**config.mk**
```make
export PLATFORM = sky130hd
export DESIGN_NAME = edgepwm_top
export DESIGN_NICKNAME = d
export VERILOG_FILES = /design/src/rtl/edgepwm_pkg.sv /design/src/rtl/edgepwm_timebase.sv /design/src/rtl/edgepwm_chan.sv /design/src/rtl/edgepwm_top.sv
export SDC_FILE = /design/constraint.sdc
export NUM_CORES = 1
export LEC_CHECK = 0
export ABC_AREA = 0
export BUFFER_PORTS_ARGS = -buffer_cell sky130_fd_sc_hd__buf_2
export CORE_ASPECT_RATIO = 1.1
export CORE_MARGIN = 3
export CORE_UTILIZATION = 45
export CTS_CLUSTER_SIZE = 12
export DETAILED_ROUTE_END_ITERATION = 8
export PLACE_DENSITY = 0.57
export SLEW_MARGIN = 10
export SYNTH_ARGS = -nofsm -noshare
export SYNTH_HDL_FRONTEND = slang
export SYNTH_SLANG_ARGS = --single-unit
```
**constraint.sdc**
```tcl
create_clock -name clk -period 3.5 [get_ports clk]
set_input_delay 0.7 -clock clk [delete_from_list [all_inputs] [get_ports clk]]
set_output_delay 0.7 -clock clk [all_outputs]
set_load 0.01 [all_outputs]
```
**src/rtl/edgepwm_pkg.sv**
```systemverilog
package edgepwm_pkg;
   localparam int ADDR_PRESCALE = 'h00;
   localparam int ADDR_PERIOD   = 'h01;
   localparam int ADDR_EN_LO    = 'h02;
   localparam int ADDR_EN_HI    = 'h03;
   localparam int ADDR_SYNC     = 'h04;
   localparam int ADDR_EDGE0    = 'h10;

   typedef enum logic [1:0] {
      MODE_NORMAL = 2'd0,
      MODE_INVERT = 2'd1,
      MODE_SQUARE = 2'd2
   } edge_mode_e;
endpackage

```
**src/rtl/edgepwm_timebase.sv**
```systemverilog
module edgepwm_timebase #(
   parameter int DW = 8
) (
   input  logic          clk,
   input  logic          rst,
   input  logic [DW-1:0] prescale,
   input  logic [DW-1:0] period,
   output logic [DW-1:0] step,
   output logic          tick,
   output logic          boundary
);
   logic [DW-1:0] pre_cnt;

   assign tick     = (pre_cnt >= prescale);
   assign boundary = tick && (step >= period);

   always_ff @(posedge clk) begin
      if (rst) begin
         pre_cnt <= '0;
         step    <= '0;
      end else begin
         pre_cnt <= tick ? '0 : pre_cnt + 1'b1;
         if (tick) step <= (step >= period) ? '0 : step + 1'b1;
      end
   end
endmodule

```
**src/rtl/edgepwm_chan.sv**
```systemverilog
module edgepwm_chan
   import edgepwm_pkg::*;
#(
   parameter int DW       = 8,
   parameter bit SHADOWED = 1'b0
) (
   input  logic          clk,
   input  logic          rst,
   input  logic          wr_rise,
   input  logic          wr_fall,
   input  logic [DW-1:0] wdata,
   input  logic          boundary,
   input  logic          sync_en,
   input  logic [DW-1:0] step,
   input  logic          enable,
   output logic [DW-1:0] live_rise,
   output logic [DW-1:0] live_fall,
   output logic          pwm
);
   edge_mode_e mode;
   logic       tog;
   logic       level;

   generate
      if (SHADOWED) begin : g_shadow
         logic [DW-1:0] hold_rise, hold_fall;
         always_ff @(posedge clk) begin
            if (rst) begin
               hold_rise <= '0;
               hold_fall <= '0;
               live_rise <= '0;
               live_fall <= '0;
            end else begin
               if (wr_rise) hold_rise <= wdata;
               if (wr_fall) hold_fall <= wdata;
               if (boundary && sync_en) begin
                  live_rise <= hold_rise;
                  live_fall <= hold_fall;
               end
            end
         end
      end else begin : g_direct
         always_ff @(posedge clk) begin
            if (rst) begin
               live_rise <= '0;
               live_fall <= '0;
            end else begin
               if (wr_rise) live_rise <= wdata;
               if (wr_fall) live_fall <= wdata;
            end
         end
      end
   endgenerate

   always_comb begin
      if (live_fall > live_rise)      mode = MODE_NORMAL;
      else if (live_fall < live_rise) mode = MODE_INVERT;
      else                            mode = MODE_SQUARE;
   end

   always_comb begin
      unique case (mode)
         MODE_NORMAL: level = (step >= live_rise) && (step < live_fall);
         MODE_INVERT: level = !((step >= live_fall) && (step < live_rise));
         default:     level = tog;
      endcase
   end

   always_ff @(posedge clk) begin
      if (rst) begin
         tog <= 1'b0;
         pwm <= 1'b0;
      end else begin
         if (mode != MODE_SQUARE) tog <= 1'b0;
         else if (boundary)       tog <= ~tog;
         pwm <= enable & level;
      end
   end
endmodule

```
**src/rtl/edgepwm_top.sv**
```systemverilog
module edgepwm_top
   import edgepwm_pkg::*;
#(
   parameter int              NCH         = 16,
   parameter int              DW          = 8,
   parameter int              AW          = 6,
   parameter logic [NCH-1:0]  SHADOW_MASK = 16'h00F0
) (
   input  logic          clk,
   input  logic          rst,
   input  logic          wr_en,
   input  logic [AW-1:0] addr,
   input  logic [DW-1:0] wr_data,
   output logic [DW-1:0] rd_data,
   output logic [NCH-1:0] pwm_out
);
   localparam int CHW      = (NCH > 1) ? $clog2(NCH) : 1;
   localparam int EDGE_END = ADDR_EDGE0 + 2 * NCH;

   generate
      if (NCH < 1 || NCH > 16) begin : g_bad_nch
         $error("edgepwm_top: NCH must be 1..16");
      end
      if (DW < 8) begin : g_bad_dw
         $error("edgepwm_top: DW must be at least 8");
      end
      if (EDGE_END > (1 << AW)) begin : g_bad_aw
         $error("edgepwm_top: AW too small for the edge registers");
      end
   endgenerate

   logic [DW-1:0]          prescale_q, period_q;
   logic [7:0]             en_lo_q, en_hi_q;
   logic                   sync_q;
   logic [NCH-1:0]         en_all;
   logic [DW-1:0]          step;
   logic                   tick, boundary;
   logic [NCH-1:0]         wr_rise, wr_fall;
   logic [NCH-1:0][DW-1:0] live_rise, live_fall;

   assign en_all = NCH'({en_hi_q, en_lo_q});

   always_ff @(posedge clk) begin
      if (rst) begin
         prescale_q <= '0;
         period_q   <= '0;
         en_lo_q    <= '0;
         en_hi_q    <= '0;
         sync_q     <= 1'b0;
      end else if (wr_en) begin
         if (addr == AW'(ADDR_PRESCALE)) prescale_q <= wr_data;
         if (addr == AW'(ADDR_PERIOD))   period_q   <= wr_data;
         if (addr == AW'(ADDR_EN_LO))    en_lo_q    <= wr_data[7:0];
         if (addr == AW'(ADDR_EN_HI))    en_hi_q    <= wr_data[7:0];
         if (addr == AW'(ADDR_SYNC))     sync_q     <= wr_data[0];
      end
   end

   edgepwm_timebase #(.DW(DW)) u_tb (
      .clk      (clk),
      .rst      (rst),
      .prescale (prescale_q),
      .period   (period_q),
      .step     (step),
      .tick     (tick),
      .boundary (boundary)
   );

   generate
      for (genvar n = 0; n < NCH; n++) begin : g_ch
         assign wr_rise[n] = wr_en && (addr == AW'(ADDR_EDGE0 + 2 * n));
         assign wr_fall[n] = wr_en && (addr == AW'(ADDR_EDGE0 + 2 * n + 1));
         edgepwm_chan #(.DW(DW), .SHADOWED(SHADOW_MASK[n])) u_ch (
            .clk       (clk),
            .rst       (rst),
            .wr_rise   (wr_rise[n]),
            .wr_fall   (wr_fall[n]),
            .wdata     (wr_data),
            .boundary  (boundary),
            .sync_en   (sync_q),
            .step      (step),
            .enable    (en_all[n]),
            .live_rise (live_rise[n]),
            .live_fall (live_fall[n]),
            .pwm       (pwm_out[n])
         );
      end
   endgenerate

   logic [AW-1:0]  edge_off;
   logic [CHW-1:0] ch_sel;
   assign edge_off = addr - AW'(ADDR_EDGE0);
   assign ch_sel   = edge_off[CHW:1];

   always_comb begin
      rd_data = '0;
      if (addr == AW'(ADDR_PRESCALE))    rd_data = prescale_q;
      else if (addr == AW'(ADDR_PERIOD)) rd_data = period_q;
      else if (addr == AW'(ADDR_EN_LO))  rd_data = DW'(en_lo_q);
      else if (addr == AW'(ADDR_EN_HI))  rd_data = DW'(en_hi_q);
      else if (addr == AW'(ADDR_SYNC))   rd_data = DW'(sync_q);
      else if (addr >= AW'(ADDR_EDGE0) && int'(addr) < EDGE_END)
         rd_data = edge_off[0] ? live_fall[ch_sel] : live_rise[ch_sel];
   end
endmodule

```
==> impl_metrics.csv, run 1 <==
group,metric,value,unit
route,drcViolationCount,0,
setup_path,slowest_stage,"mux4_2",
global_routing,grt_max_degree,227,
floorplanning,core.rowCount,93,
setup_path,crit_fanout,4,
power,p_per_area,348,nW/um^2
final_layout,fin_nets,3488,
floorplanning,dieArea,63200,sq um
route,firstDrtPassIters,6,
global_routing,grt.total_usage,29.0,%
yosys,netlist_area,27100,sq um
global_routing,gr-total-overflow,0,
final_layout,layout-drive-gt1-share,9.36,%
clock_network,hold_buffers,0,
setup_path,cp_slowest_stage_delay,0.52,ns
clock_network,clockBufferDepth,3,
setup_path,crit_chain,"mux4_2 > mux4_2 > and3_1 > o31a_1 > buf_2",
timing,grt_setup_unrepaired,"false",
setup_path,start_kind,"register",
route,routedWlPerCell,24.0,um
route,drt-total-wl,92700,um
timing,finalMaxSlewViolations,0,
global_routing,antenna_found_initial,5,
setup_path,end_kind,"primary output",
placed_design,numPortBuffers,40,
timing,clock-skew-final,0.0225,ns
placed_design,gp_congestion,0.946,
floorplanning,ioPinCount,41,
power,p_leak,11.8,nW
route,vias,23300,
timing,setup-tns-final,0,ns
floorplanning,start_util,45.8,%
yosys,netlist_instances,3070,
clock_network,cts-resized-gates,0,
setup_path,cp_top_family,"multiplexers",
timing,hold_viol_final,0,
clock_network,clk_latency,0.60,ns
yosys,yosysUniqueCellTypes,60,
clock_network,htreeDepth,2,
clock_network,post-cts-setup-buffers,0,
setup_path,cp_common_cell,"mux4_2",
timing,max_freq,294,MHz
yosys,syn_area_per_cell,8.82,sq um
clock_network,clk_pin_slew_worst_paths,0.06,ns
power,ir_drop,0.000393,V
yosys,ys_warn_count,0,
timing,fin_crit_sh,97.2,%
route,first_iter_violations,2032,
yosys,synth_seq_cells,401,
route,ant_nets,0,
global_routing,grt_pass1_vias,23000,
flow_run,maxCapViolCount,0,
clock_network,numCtsBuffers,48,
setup_path,required,2.80,ns
timing,maxSlewHeadroom,16.8,%
setup_path,cp.arrival,2.70,ns
yosys,synth_nets,3492,
floorplanning,coreArea,59100,sq um
outcome,status,"complete, no violations",
setup_path,path_class,"register to primary output",
timing,tightest_slew,1.25,ns
clock_network,cts-root-buf,"clkbuf_16",
setup_path,crit_buf_inv,1,
floorplanning,die_w,240,um
global_routing,grt_pass1_wl,141000,um
power,total_power,10.3,mW
timing,finalSetupViolations,0,
clock_network,clkSinkCount,401,
yosys,ys_seq_area_share,29.6,%
final_layout,fill_cells,5630,
route,vias_per_cell,6.03,
worst_hold_path,hold_class,"register to register",
floorplanning,dieHeight,263,um
clock_network,cts_tree,"done",
placed_design,dp_hpwl,67100,um
final_layout,area_growth,9.79,%
timing,period_needed,3.40,ns
-- worst register-to-register path, delay by kind of cell, from the launching register on --
| kind | cells | cell delay (ns) |
|---|---|---|
| compound gates | 2 | 0.40 |
| xor+xnor | 1 | 0.17 |
| fa+ha+maj | 1 | 0.29 |
| buf+inv | 2 | 0.58 |
| flops | 1 | 0.70 |
| simple gates | 2 | 0.34 |
-- cells in the final DEF (no fill, tap or decap), drive strengths merged, types with 3 or more instances in the layout --
master and count:
o211ai 49, and3 6, xnor2 18, inv 263
o21ai 76, clkbuf 68, nand2b 3, nor3 31
mux4 59, ha 405, o22a 15, nor2b 52
clkinv 12, a22oi 21, a32o 3, or2 3
dfxtp 401, a21o 63, mux2i 275, o31a 7
xor2 4, nand4 99, nor3b 3, nor2 388
o311ai 15, diode 4, a211o 16, a211oi 37
o21a 4, nand2 147, o22ai 7, a31o 5
a21oi 295, buf 108, nand3 122
-- state kept, by name, indices dropped and copies added (netlist names), 16 cells and up --
name,cells
g_ch.u_ch.live_fall,128
g_ch.u_ch.g_shadow.hold_fall,32
g_ch.u_ch.g_shadow.hold_rise,32
g_ch.u_ch.pwm,16
g_ch.u_ch.tog,16
g_ch.u_ch.live_rise,128
-- per-stage QoR --
step	hold WS (ns)	cells	area, sq um	util [%]	worst slack, ns
CTS	0.453	3859	29700	50.3	0.0786
floorplan	0.440	3070	27100	-	0.585
detailed placement	0.455	3776	28200	47.7	0.0857
global route	0.479	3860	29700	50.3	0.0300
finish	0.460	3863	29700	50.3	0.0993
global placement	0.448	3776	28200	47.7	0.108
-- worst paths after layout --
path                                             endpoint                                from  cells past startpoint  slack [ns]
worst min-delay path            g_ch[4].u_ch.live_fall[7]  g_ch[4].u_ch.g_shadow.hold_fall[7]                      2        0.46
worst max-delay path                           rd_data[6]           g_ch[1].u_ch.live_fall[6]                      5         0.1
worst max register to register          g_ch[15].u_ch.tog                        u_tb.step[2]                      8        0.85
worst min register to register  g_ch[4].u_ch.live_fall[7]  g_ch[4].u_ch.g_shadow.hold_fall[7]                      2        0.46
-- layer usage --
metal	wire (um)	global-route usage [%]
met1	38300	37.1
met2	43300	47.8
met3	6110	4.39
met4	5040	14.2
met5	0	0
-- area by class of cell --
class	instances	area, sq um	area share (%)
Antenna cell	4	10.0	0.0337
Clock buffer	68	1390	4.67
Clock inverter	15	136	0.459
Inverter	262	983	3.31
Multi-Input combinational cell	2245	17300	58.2
Sequential cell	401	8040	27.0
Tap cell	760	951	3.20
Timing Repair Buffer	108	930	3.13
-- kinds of logic (layout without fill, tap and decap cells) --
family | Yosys count | count (layout) | share of synthesized area (%)
other | 0 | 4 | 0
AND/OR/NAND/NOR | 862 | 862 | 15.2
AO/OA/AOI/OAI | 622 | 622 | 14.1
adder cells (fa/ha/maj) | 405 | 405 | 18.7
flip-flops | 401 | 401 | 29.6
XOR/XNOR | 22 | 22 | 0.711
buffers and inverters | 424 | 453 | 6.51
multiplexers | 334 | 334 | 15.1
-- synthesized netlist by cell type, drive strengths merged --
cell     instances  area share, %
nand3          122            2.3
a31o             5           0.16
mux2i          275             10
and3b            2          0.065
a2bb2oi          1          0.032
o211ai          49            1.4
xor2             4           0.13
nor2b           52            1.2
o2111ai          2          0.065
a211oi          37            1.0
a21oi          295            5.5
nor2           388            6.0
inv            261            3.6
nand4           99            2.3
a31oi            1          0.023
a22oi           21           0.58
xnor2           18           0.58
ha             405             19
o21bai           1          0.028
clkbuf         101            1.4
nor4             2           0.10
a32o             3           0.11
o31a             7           0.23
nand2          147            2.1
a21o            63            1.7
mux4            59            4.9
and3             6           0.14
and2             2          0.046
buf             61            1.5
nand4b           2           0.18
dfxtp          401             30
nand2b           3          0.069
o21ai           76            1.4
nor3b            3          0.083
a21boi           2          0.055
a211o           16           0.52
a2111oi          2          0.088
or2              3          0.069
o22ai            7           0.16
o22a            15           0.49
o311ai          15           0.49
nor3            31           0.57
o21a             4           0.12
clkinv           1          0.014
-- report_power, final --
part	total [mW]	switching [mW]	internal [mW]
logic	0.747	0.505	0.243
registers	4.65	0.0383	4.61
clock network	4.94	2.05	2.89
(Power assumes the default switching activity.)
==> inputs of run 2 (changes only) <==
--- a/config.mk
+++ b/config.mk
@@ -5,14 +5,15 @@
 export SDC_FILE = /design/constraint.sdc
 export NUM_CORES = 1
 export LEC_CHECK = 0
-export ABC_AREA = 0
 export BUFFER_PORTS_ARGS = -buffer_cell sky130_fd_sc_hd__buf_2
 export CORE_ASPECT_RATIO = 1.1
 export CORE_MARGIN = 3
 export CORE_UTILIZATION = 45
 export CTS_CLUSTER_SIZE = 12
 export DETAILED_ROUTE_END_ITERATION = 8
+export MAX_ROUTING_LAYER = met4
 export PLACE_DENSITY = 0.57
+export SKIP_LAST_GASP = 1
 export SLEW_MARGIN = 10
 export SYNTH_ARGS = -nofsm -noshare
 export SYNTH_HDL_FRONTEND = slang
==> impl_metrics.csv, run 2 (synthesized netlist as in run 1, its figures left out) <==
group,metric,value,unit
outcome,status,"complete, no violations",
final_layout,fill_cells,5559,
setup_path,start_kind,"input pin",
route,vias,23300,
clock_network,clk_latency,0.59,ns
placed_design,dp_cells,3770,
power,p_leak,12.0,nW
floorplanning,dieArea,63200,sq um
clock_network,htreeDepth,2,
placed_design,gp_congestion,0.954,
route,vias_per_cell,6.02,
setup_path,slowest_stage,"nor2_1",
timing,clock-skew-final,0.0261,ns
timing,maxSlewHeadroom,38.5,%
final_layout,stdcell_count,3863,
final_layout,mostFrequentLayoutCells,"ha_1 (405), dfxtp_1 (393), nor2_1 (363)",
route,drcViolationCount,0,
floorplanning,start_util,45.8,%
floorplanning,ioPinCount,41,
setup_path,crit_buf_inv,3,
global_routing,gr-total-overflow,0,
final_layout,reg_top3,"g_ch.u_ch.live_fall x128, g_ch.u_ch.live_rise x128",
global_routing,grt_pass1_wl,141000,um
worst_hold_path,worstHoldPathCells,2,
global_routing,antenna_found_initial,7,
clock_network,cts-root-buf,"clkbuf_16",
floorplanning,dieHeight,263,um
flow_run,maxCapViolCount,0,
power,p_per_area,372,nW/um^2
final_layout,fin_nets,3482,
final_layout,layout-drive-gt1-share,9.40,%
setup_path,cp.arrival,2.74,ns
final_layout,final_core_util,50.8,%
final_layout,area_growth,10.8,%
clock_network,clk_pin_slew_worst_paths,0.06,ns
clock_network,clkSinkCount,401,
setup_path,cp_common_cell,"buf_2",
route,first_iter_violations,2039,
setup_path,cp_top_family,"compound AO/OA/AOI/OAI gates",
floorplanning,die_w,240,um
setup_path,path_class,"input pin to primary output",
power,ir_drop,0.000385,V
floorplanning,core.rowCount,93,
setup_path,crit_cells,7,
route,firstDrtPassIters,7,
route,ant_nets,0,
clock_network,cts_tree,"done",
final_layout,layout_commonest_cell,"ha_1",
global_routing,grt_pass1_vias,22900,
timing,finalMaxSlewViolations,0,
setup_path,crit_chain,"buf_2 > inv_2 > nor2_1 > a22oi_1 > a21oi_1 > o31a_1 > buf_2",
timing,whs,0.461,ns
placed_design,numPortBuffers,40,
timing,finalSetupViolations,0,
floorplanning,coreArea,59100,sq um
route,routedWlPerCell,24.3,um
worst_hold_path,hold_class,"register to register",
setup_path,required,2.80,ns
clock_network,numCtsBuffers,48,
timing,hold_viol_final,0,
placed_design,dp_hpwl,68000,um
setup_path,crit_fanout,10,
setup_path,cp_slowest_stage_delay,0.58,ns
setup_path,ff2ff_path_depth,8,
global_routing,grt.total_usage,30.2,%
timing,period_needed,3.44,ns
route,drt-total-wl,94000,um
timing,tightest_slew,0.923,ns
timing,setup-tns-final,0,ns
setup_path,end_kind,"primary output",
timing,max_freq,290,MHz
clock_network,clockBufferDepth,3,
clock_network,hold_buffers,0,
timing,grt_setup_unrepaired,"false",
power,total_power,11.2,mW
global_routing,grt_max_degree,184,
timing,fin_crit_sh,98.4,%
run 2: changes by cell type in the layout (fill, tap and decap cells not counted), moves of 3 or more:
cell	before	now
clkbuf_8	9	16
clkbuf_1	10	7
buf_4	53	47
clkinv_2	10	4
bufinv_16	2	11
run 2: layout make-up:
class / count / area, sq um / share of cell area, %
Multi-Input combinational cell: 2245 / 17300 / 57.7
Inverter: 262 / 983 / 3.28
Clock buffer: 72 / 1470 / 4.91
Sequential cell: 401 / 8040 / 26.8
Tap cell: 760 / 951 / 3.17
Timing Repair Buffer: 102 / 893 / 2.98
Clock inverter: 15 / 350 / 1.17
Antenna cell: 6 / 15.0 / 0.0500
run 2: timing repair:
| item | 4_1_cts | 5_1_grt |
|---|---|---|
| gates resized for setup | 0 | 1 |
| setup endpoints to repair | 0 | 1 |
| buffers inserted | 0 | 0 |
run 2: through the flow:
step	setup WS (ns)	instance area, sq um
finish	0.0564	30000
global route	0.0347	30000
CTS	0.131	30000
detailed placement	0.137	28200
global placement	0.157	28200
floorplan	0.585	27100
run 2: routing by layer:
layer  vias to the layer above  wire [um]  GRT usage, %
met4                         0       3840          10.8
met1                     11400      39800          37.2
met2                       701      44800          50.0
li1                      11000          -             -
met5                         -          0             -
met3                       218       5580          4.66
run 2: worst paths after layout:
kind / startpoint / endpoint / slack, ns
setup / recovery: addr[0] / rd_data[7] / 0.06
hold / removal: g_ch[7].u_ch.g_shadow.hold_rise[7] / g_ch[7].u_ch.live_rise[7] / 0.46
setup reg to reg: u_tb.step[3] / g_ch[15].u_ch.pwm / 0.88
hold reg to reg: g_ch[7].u_ch.g_shadow.hold_rise[7] / g_ch[7].u_ch.live_rise[7] / 0.46
run 2: power by group:
group / internal (mW) / leakage, nW / switching (mW)
sequential: 4.61 / 3.24 / 0.0403
combinational: 0.244 / 7.82 / 0.505
clock: 3.70 / 0.898 / 2.07
run 2: worst reg2reg max path, delay by kind of cell, from the launching register on:
| family | cells | cell delay, ns |
|---|---|---|
| AO/OA/AOI/OAI | 5 | 0.98 |
| adder cells (fa/ha/maj) | 1 | 0.27 |
| buffers and inverters | 2 | 0.64 |
| flip-flops | 1 | 0.56 |
==> inputs of run 3 (changes only) <==
--- a/config.mk
+++ b/config.mk
@@ -12,7 +12,7 @@
 export CTS_CLUSTER_SIZE = 12
 export DETAILED_ROUTE_END_ITERATION = 8
 export MAX_ROUTING_LAYER = met4
-export PLACE_DENSITY = 0.57
+export PLACE_DENSITY = 0.61
 export SKIP_LAST_GASP = 1
 export SLEW_MARGIN = 10
 export SYNTH_ARGS = -nofsm -noshare
==> impl_metrics.csv, run 3 (synthesized netlist as in run 1, its figures left out) <==
group,metric,value,unit
outcome,status,"complete, no violations",
route,vias_per_cell,6.03,
timing,maxSlewHeadroom,29.4,%
route,firstDrtPassIters,6,
clock_network,htreeDepth,2,
setup_path,start_kind,"register",
floorplanning,die_w,240,um
placed_design,dpl_worst_slack,0.0992,ns
clock_network,cts-root-buf,"clkbuf_16",
setup_path,end_kind,"primary output",
placed_design,dp_hpwl,67100,um
power,p_per_area,352,nW/um^2
global_routing,grt_pass1_vias,23000,
timing,hold_viol_final,0,
setup_path,ff2ff_path_depth,8,
global_routing,grt_pass1_wl,141000,um
placed_design,gp_congestion,0.990,
final_layout,layout_commonest_cell,"ha_1",
route,drt-total-wl,92300,um
final_layout,fill_cells,5599,
timing,whs,0.454,ns
clock_network,numCtsBuffers,46,
final_layout,mostFrequentLayoutCells,"ha_1 (405), dfxtp_1 (393), nor2_1 (362)",
final_layout,multi_input_area,17300,sq um
route,routedWlPerCell,24.0,um
timing,fin_crit_sh,97.0,%
setup_path,worst-r2r-setup-slack,0.74,ns
global_routing,grt.total_usage,29.8,%
final_layout,final_core_util,50.2,%
timing,clock-skew-final,0.0180,ns
timing,setup-tns-final,0,ns
route,drcViolationCount,0,
setup_path,r2r_end,"g_ch[15].u_ch.pwm",
worst_hold_path,worstHoldPathCells,2,
route,first_iter_violations,2076,
clock_network,cts_tree,"done",
floorplanning,dieArea,63200,sq um
global_routing,grt_max_degree,174,
timing,finalMaxSlewViolations,0,
route,ant_nets,0,
clock_network,clk_pin_slew_worst_paths,0.06,ns
worst_hold_path,holdCritStartpoint,"rst",
timing,finalSetupViolations,0,
final_layout,area_growth,9.47,%
floorplanning,ioPinCount,41,
setup_path,timing.rr.start,"u_tb.step[3]",
final_layout,fin_nets,3480,
route,vias,23200,
setup_path,path_class,"register to primary output",
setup_path,required,2.80,ns
global_routing,antenna_found_initial,3,
clock_network,clk_latency,0.60,ns
clock_network,clkSinkCount,401,
global_routing,gr-total-overflow,0,
final_layout,layout-drive-gt1-share,9.14,%
floorplanning,dieHeight,263,um
timing,grt_setup_unrepaired,"false",
flow_run,maxCapViolCount,0,
final_layout,final-seq-area,8040,sq um
worst_hold_path,holdPathEnd,"u_tb.step[0]",
timing,tightest_slew,1.06,ns
clock_network,clockBufferDepth,3,
placed_design,numPortBuffers,40,
timing,max_freq,295,MHz
power,p_leak,11.8,nW
clock_network,post-cts-setup-buffers,0,
floorplanning,start_util,45.8,%
timing,period_needed,3.39,ns
worst_hold_path,hold_class,"input pin to register",
setup_path,crit_fanout,3,
final_layout,reg_top3,"g_ch.u_ch.live_fall x128, g_ch.u_ch.live_rise x128",
power,ir_drop,0.000361,V
setup_path,cp.arrival,2.69,ns
clock_network,hold_buffers,0,
floorplanning,coreArea,59100,sq um
timing,setup_ws,0.106,ns
floorplanning,core.rowCount,93,
==> run 3: cell count changes in the layout (fill, tap and decap cells not counted), sizes merged <==
cell      previous run  this run
clkbuf              72        59
clkinvlp             0         3
clkinv               5         8
inv                261       263
bufinv              11         6
diode                6         2
==> run 3: worst max-delay path by stage <==
stage	start	endpoint	cells past startpoint
floorplan	addr[2]	rd_data[1]	6
global placement	addr[2]	rd_data[1]	9
detailed placement	addr[2]	rd_data[2]	9
CTS	addr[2]	rd_data[2]	9
global route	addr[2]	rd_data[1]	9
finish	g_ch[5].u_ch.live_fall[6]	rd_data[6]	5
==> run 3: layout make-up <==
class	instances	area share, %
Clock inverter	18	0.911
Sequential cell	401	27.1
Timing Repair Buffer	102	2.77
Clock buffer	59	4.32
Multi-Input combinational cell	2245	58.3
Tap cell	760	3.21
Antenna cell	2	0.0169
Inverter	262	3.32
==> run 3: worst max-delay path, stage by stage, from the launching register on <==
cell	delay, ns
dfxtp_1	0.38
mux4_2	0.48
mux4_2	0.53
and3_1	0.21
o31a_1	0.32
buf_2	0.17
==> run 3: per-stage QoR <==
stage	cells	power (mW)	area, sq um
finish	3849	10.4	29700
global route	3849	10.8	29700
CTS	3847	10.5	29600
detailed placement	3770	5.46	28100
global placement	3770	5.45	28100
floorplan	3070	5.23	27100
==> run 3: report_power, final <==
part / leakage [nW] / internal, mW / total (mW) / switching [mW]
clock: 0.757 / 3.02 / 5.06 / 2.04
sequential: 3.24 / 4.61 / 4.65 / 0.0402
combinational: 7.79 / 0.236 / 0.727 / 0.490
total: 11.8 / 7.86 / 10.4 / 2.57
==> run 3: metal layers <==
metal	track usage, %	share of wire [%]	vias to the layer above
met3	4.10	6.3	236
li1	-	-	11000
met5	-	0	-
met2	49.2	48	775
met4	11.9	4.3	0
met1	36.8	42	11200
==> run 3: timing repair <==
item,CTS,global route
hold endpoints to repair,0,0
resized for setup,0,2
setup endpoints to repair,0,6
